$ cat config.mk
export PLATFORM = sky130hd
export DESIGN_NAME = lvl_log_conv
export DESIGN_NICKNAME = d
export VERILOG_FILES = /design/src/rtl/lvl_log_pkg.sv /design/src/rtl/lvl_log_front.sv /design/src/rtl/lvl_db_scale.sv /design/src/rtl/lvl_bcd_serial.sv /design/src/rtl/lvl_log_conv.sv
export SDC_FILE = /design/constraint.sdc
export NUM_CORES = 1
export LEC_CHECK = 0
export ABC_AREA = 1
export BUFFER_PORTS_ARGS = -buffer_cell sky130_fd_sc_hd__buf_4
export CORE_ASPECT_RATIO = 1.5
export CORE_MARGIN = 5
export CORE_UTILIZATION = 30
export CTS_CLUSTER_DIAMETER = 120
export DETAILED_ROUTE_END_ITERATION = 6
export GPL_TIMING_DRIVEN = 0
export MAX_ROUTING_LAYER = met4
export PLACE_DENSITY = 0.43
export REMOVE_ABC_BUFFERS = 1
export SLEW_MARGIN = 20
export SYNTH_ARGS = -nofsm -noshare
export SYNTH_HDL_FRONTEND = slang
export SYNTH_SLANG_ARGS = --single-unit
$ cat constraint.sdc
create_clock -name clk -period 5.95 [get_ports clk]
set_input_delay 0.595 -clock clk [delete_from_list [all_inputs] [get_ports clk]]
set_output_delay 0.595 -clock clk [all_outputs]
set_load 0.005 [all_outputs]
$ cat src/rtl/lvl_log_pkg.sv
package lvl_log_pkg;

    parameter int LVL_W      = 23;
    parameter int FRAC_W     = 4;
    parameter int QDB_W      = 10;
    parameter int SCALE_K    = 1541;
    parameter int SCALE_SH   = 10;
    parameter int BCD_DIGITS = 4;

    parameter int POS_W  = $clog2(LVL_W);
    parameter int ONE_LG = 1 << FRAC_W;
    parameter int ATT_W  = $clog2(LVL_W * ONE_LG + 1);
    parameter int PROD_W = ATT_W + $clog2(SCALE_K + 1) + 1;
    parameter int TEN_W  = QDB_W + 2;
    parameter int BCD_W  = 4 * BCD_DIGITS;
    parameter int CNT_W  = $clog2(TEN_W);

    typedef enum logic [1:0] {
        ST_IDLE,
        ST_LOG,
        ST_SCALE,
        ST_BCD
    } conv_state_t;

    typedef struct packed {
        logic             zero;
        logic [ATT_W-1:0] att;
    } log_res_t;

    function automatic logic [FRAC_W-1:0] frac_lut(input logic [3:0] sel);
        logic [FRAC_W-1:0] r;
        case (sel)
            4'd0:  r = 4'd0;
            4'd1:  r = 4'd1;
            4'd2:  r = 4'd3;
            4'd3:  r = 4'd4;
            4'd4:  r = 4'd5;
            4'd5:  r = 4'd6;
            4'd6:  r = 4'd7;
            4'd7:  r = 4'd8;
            4'd8:  r = 4'd9;
            4'd9:  r = 4'd10;
            4'd10: r = 4'd11;
            4'd11: r = 4'd12;
            4'd12: r = 4'd13;
            4'd13: r = 4'd14;
            4'd14: r = 4'd15;
            default: r = 4'd15;
        endcase
        return r;
    endfunction

    function automatic logic [3:0] bcd_fix(input logic [3:0] d);
        return (d >= 4'd5) ? d + 4'd3 : d;
    endfunction

    function automatic logic all_decimal(input logic [BCD_W-1:0] v);
        logic ok;
        ok = 1'b1;
        for (int i = 0; i < BCD_DIGITS; i++) begin
            if (v[i*4 +: 4] > 4'd9) ok = 1'b0;
        end
        return ok;
    endfunction

endpackage

$ cat src/rtl/lvl_log_front.sv
module lvl_log_front
    import lvl_log_pkg::*;
(
    input  logic [LVL_W-1:0] lvl,
    output log_res_t         res
);

    logic [POS_W-1:0]  lead;
    logic [LVL_W-1:0]  norm;
    logic [FRAC_W-1:0] mant;
    logic [FRAC_W-1:0] frac;
    int                att_i;

    always_comb begin
        lead = '0;
        for (int i = 0; i < LVL_W; i++) begin
            if (lvl[i]) lead = POS_W'(i);
        end
    end

    always_comb begin
        norm  = lvl << (POS_W'(LVL_W - 1) - lead);
        mant  = norm[LVL_W-2 -: FRAC_W];
        frac  = frac_lut(mant);
        att_i = (LVL_W - int'(lead)) * ONE_LG - int'(frac);
        res.zero = (lvl == '0);
        res.att  = ATT_W'(att_i);
    end

endmodule

$ cat src/rtl/lvl_db_scale.sv
module lvl_db_scale
    import lvl_log_pkg::*;
(
    input  log_res_t          lr,
    output logic [QDB_W-1:0]  qdb,
    output logic [TEN_W-1:0]  tenths
);

    logic [PROD_W-1:0] prod;
    logic [TEN_W:0]    five;

    always_comb begin
        prod = PROD_W'(lr.att) * PROD_W'(SCALE_K) + PROD_W'(1 << (SCALE_SH - 1));
        if (lr.zero) qdb = '1;
        else         qdb = prod[SCALE_SH +: QDB_W];
        five   = {1'b0, qdb, 2'b00} + (TEN_W+1)'(qdb);
        tenths = five[TEN_W:1];
    end

endmodule

$ cat src/rtl/lvl_bcd_serial.sv
module lvl_bcd_serial
    import lvl_log_pkg::*;
(
    input  logic             clk,
    input  logic             rst,
    input  logic             load,
    input  logic [TEN_W-1:0] bin,
    output logic [BCD_W-1:0] digits,
    output logic             fin
);

    logic [TEN_W-1:0] sh;
    logic [BCD_W-1:0] acc;
    logic [BCD_W-1:0] adj;
    logic [CNT_W-1:0] cnt;
    logic             run;

    for (genvar g = 0; g < BCD_DIGITS; g++) begin : g_digit
        assign adj[g*4 +: 4] = bcd_fix(acc[g*4 +: 4]);
    end

    always_ff @(posedge clk) begin
        if (rst) begin
            sh  <= '0;
            acc <= '0;
            cnt <= '0;
            run <= 1'b0;
            fin <= 1'b0;
        end else begin
            fin <= 1'b0;
            if (load) begin
                sh  <= bin;
                acc <= '0;
                cnt <= '0;
                run <= 1'b1;
            end else if (run) begin
                {acc, sh} <= {adj[BCD_W-2:0], sh, 1'b0};
                cnt       <= cnt + 1'b1;
                if (cnt == CNT_W'(TEN_W - 1)) begin
                    run <= 1'b0;
                    fin <= 1'b1;
                end
            end
        end
    end

    assign digits = acc;

    AST_DIGITS_DECIMAL: assert property (@(posedge clk) disable iff (rst)
        fin |-> all_decimal(acc));

    AST_FIN_SINGLE: assert property (@(posedge clk) disable iff (rst)
        fin |=> !fin);

endmodule

$ cat src/rtl/lvl_log_conv.sv
module lvl_log_conv
    import lvl_log_pkg::*;
(
    input  logic             clk,
    input  logic             rst,
    input  logic             start,
    input  logic [LVL_W-1:0] level,
    output logic             busy,
    output logic             done,
    output logic [QDB_W-1:0] atten_qdb,
    output logic [BCD_W-1:0] dec_bcd
);

    conv_state_t      state;
    logic [LVL_W-1:0] lvl_q;
    log_res_t         lr_c;
    log_res_t         lr_q;
    logic [QDB_W-1:0] q_c;
    logic [QDB_W-1:0] q_q;
    logic [TEN_W-1:0] t_c;
    logic [BCD_W-1:0] digits;
    logic             fin;
    logic             load;

    lvl_log_front u_front (
        .lvl (lvl_q),
        .res (lr_c)
    );

    lvl_db_scale u_scale (
        .lr     (lr_q),
        .qdb    (q_c),
        .tenths (t_c)
    );

    assign load = (state == ST_SCALE);

    lvl_bcd_serial u_bcd (
        .clk    (clk),
        .rst    (rst),
        .load   (load),
        .bin    (t_c),
        .digits (digits),
        .fin    (fin)
    );

    always_ff @(posedge clk) begin
        if (rst) begin
            state     <= ST_IDLE;
            lvl_q     <= '0;
            lr_q      <= '0;
            q_q       <= '0;
            done      <= 1'b0;
            atten_qdb <= '0;
            dec_bcd   <= '0;
        end else begin
            done <= 1'b0;
            case (state)
                ST_IDLE: begin
                    if (start) begin
                        lvl_q <= level;
                        state <= ST_LOG;
                    end
                end
                ST_LOG: begin
                    lr_q  <= lr_c;
                    state <= ST_SCALE;
                end
                ST_SCALE: begin
                    q_q   <= q_c;
                    state <= ST_BCD;
                end
                ST_BCD: begin
                    if (fin) begin
                        atten_qdb <= q_q;
                        dec_bcd   <= digits;
                        done      <= 1'b1;
                        state     <= ST_IDLE;
                    end
                end
                default: state <= ST_IDLE;
            endcase
        end
    end

    assign busy = (state != ST_IDLE);

    AST_START_BUSY: assert property (@(posedge clk) disable iff (rst)
        (!busy && start) |=> busy);

    AST_DONE_PULSE: assert property (@(posedge clk) disable iff (rst)
        done |=> !done);

    AST_DONE_IDLE: assert property (@(posedge clk) disable iff (rst)
        done |-> !busy);

    AST_ATT_RANGE: assert property (@(posedge clk) disable iff (rst)
        (state == ST_SCALE && !lr_q.zero) |->
            (lr_q.att >= ATT_W'(1) && lr_q.att <= ATT_W'(LVL_W * ONE_LG)));

    AST_ZERO_CODE: assert property (@(posedge clk) disable iff (rst)
        (state == ST_SCALE && lr_q.zero) |=> (q_q == '1));

    AST_LEVEL_HELD: assert property (@(posedge clk) disable iff (rst)
        busy |=> $stable(lvl_q));

    AST_OUT_HOLD: assert property (@(posedge clk) disable iff (rst)
        !done |-> ($stable(atten_qdb) && $stable(dec_bcd)));

endmodule

==> results.txt <==
Num ports = 54
Clock buffer count from CTS = 9
Commonest non-fill, non-tap cell in the layout = nand2_1
Worst Path Class, Setup = flop to flop
Post-CTS Setup Inserts = 0
Core Rows = 69
Iteration-0 DRC Markers = 211
Yosys top cell area share = 29.6%
Grt ovf = 0
Yosys cell types = 49
Final Critical Period = 5.37 ns
Buffers on Ports = 53
Top layer reached by signal wires = met4
Post-route ant nets = 0
CP max stage cell = fa_1
Slew of the pin with the lowest slew margin = 1.02 ns
Synth area leader = dfxtp_1
Ys flop type = dfxtp_1
GPL Wtd Cong = 0.830
Total of max-cap violations = 0
Final wirelength = 18400 um
DP HPWL = 14100 um
Setup tns final = 0 ns
Metal-1 WL = 7070 um
Layout cells sized above 1 = 13.3%
Pre-Repair DR Iteration Count = 5
Top post-synthesis cells by area = dfxtp_1 (30%), ha_1 (15%), nand2_1 (7.6%), inv_1 (6.8%), o21ai_0 (6.2%)
Worst-skew pair later-pin latency = 0.36 ns
Number of global-route vias before repair = 6404
Yosys reg bits = 106
Initial antenna violation count = 0
Vias = 6290
YS warnings = 0
Worst setup EP type = flop
CP required = 6.20 ns
Largest net degree at the start of global routing = 45
Delay-heaviest family, CP = adder cells
Reg clk slew, reported paths = 0.08 ns
Crit Path Max Fanout = 5
Bufs on Longest Clock Path = 2
Global-route wire length before repair = 30600 um
Outcome = complete, no violations
Rel. slew slack = 31.7%
RSZ-0062 raised after global routing = false
DR vias/cell = 4.69
Die Ht = 199 um
Most frequent cells in the layout = nand2_1 (144), inv_1 (127), dfxtp_1 (103), o21ai_0 (88), nand3_1 (85)
Htree depth = 3
Die extent in x = 136 um
Post-Synthesis Cell Area = 0.00718 mm^2
Die area = 0.0272 mm^2
Total GRT Usage = 14.5%
Final setup viols = 0
Root buffer cell = clkbuf_16
Fin crit share = 90.2%
Async SR Flop Fraction = 0%
Final Hold Viols = 0
Final #Nets = 1134
Post-layout util = 34.5%
Drt drc = 0
Buffers & Inverters on Critical Path = 5
Max incr delay on CP = 0.50 ns
Skew final = 0.00871 ns
TritonCTS clock tree = done
CP startpoint kind = flop
Post-synthesis sequential area ratio = 29.6%
Met2 wire len = 10600 um
Met3 Routed Length = 400 um
Post-synth EDFFs = 0
Core area = 0.0237 mm^2
Diode count = 0
Initial core utilization = 30.3%
Slew Viols, Final = 0
HP Class = flop to flop
# fillers = 2640
Area Growth Syn to Fin = 13.8%
Critical path data arrival time = 5.62 ns
Average size of a mapped cell = 7.25 um^2
Routed length per placed instance = 13.7 um
Max Fclk = 0.186 GHz
Sink Count = 106
Mapped Cells = 990
## tightest hold or removal path, stage by stage, from the launching register on
cell     delay [ns]
dfxtp_1        0.33
nand2_1        0.05
o21ai_0        0.05
## metal layers
| layer | vias to the layer above | global-route usage [%] |
|---|---|---|
| li1 | 3325 | - |
| met1 | 2878 | 13.8 |
| met2 | 68 | 29.4 |
| met3 | 19 | 1.91 |
| met4 | 0 | 4.82 |
| met5 | - | - |
## cell families after synthesis
kind of cell	count (synthesis)	share of synthesized area (%)
AOI/OAI and AO/OA	227	17.2
and+or+nand+nor	367	24.1
buffers and inverters	181	10.6
DFF	106	29.6
adders and majority gates	90	16.2
xor gates and xnor gates	19	2.32
## per-stage QoR
step	hold slack, ns	cell area, um^2	setup slack (ns)	cells
after floorplan	0.423	6950	1.01	951
after global placement	0.442	7750	0.0824	1323
after detailed placement	0.449	7790	0.0787	1325
after CTS	0.465	8110	0.0533	1341
after global routing	0.477	8170	0.00501	1342
final	0.463	8170	0.581	1342
## worst paths after layout
path	from	end	slack [ns]	depth (start not counted)
worst min-delay path	q_q[4]	q_q[4]	0.46	2
worst min register to register	q_q[4]	q_q[4]	0.46	2
worst max register to register	lr_q[6]	u_bcd.sh[9]	0.58	28
worst max-delay path	lr_q[6]	u_bcd.sh[9]	0.58	28
## cell usage after synthesis, types with 3 or more instances
library cell and n:
o22ai_1 4, xnor2_1 5, dfxtp_1 106, nand3_2 9
nor2_1 82, nand4_1 6, nand2_1 145, fa_1 5
a21oi_2 3, xor2_1 14, nand2_4 6, nand3_1 85
nor3_1 11, o21ai_0 89, o21ai_1 13, o21bai_1 5
inv_2 9, o211ai_1 12, buf_12 3, a21oi_1 85
ha_1 85, nand2_2 11, inv_1 130, clkbuf_1 29
a31oi_1 8
## repair_timing
item / 4_1_cts / 5_1_grt
hold buffers: 0 / 0
resized for setup: 0 / 15
endpoints found under the hold margin: 0 / 0
endpoints found under the setup margin: 0 / 13
## sequential cells by signal, summed over array words and instances, names as in the netlist, 2 cells and up
signal and cells:
lvl_q 23, lr_q 10, state 2, dec_bcd 16, q_q 10, u_bcd.sh 12, atten_qdb 10, u_bcd.digits 16
u_bcd.cnt 4
## layout make-up
class / count / area, um^2 / area share [%]
clock inverters: 4 / 57.6 / 0.705
well taps: 319 / 399 / 4.89
flip-flops and latches: 106 / 2130 / 26.0
repair buffers: 55 / 438 / 5.36
multi-input cells: 703 / 4350 / 53.2
inverters: 142 / 539 / 6.60
repair inverters: 1 / 5.00 / 0.0613
clock buffers: 12 / 256 / 3.14
Power is not shown: default switching activity piles up to over one toggle a cycle in this logic, so the estimate is an artifact.
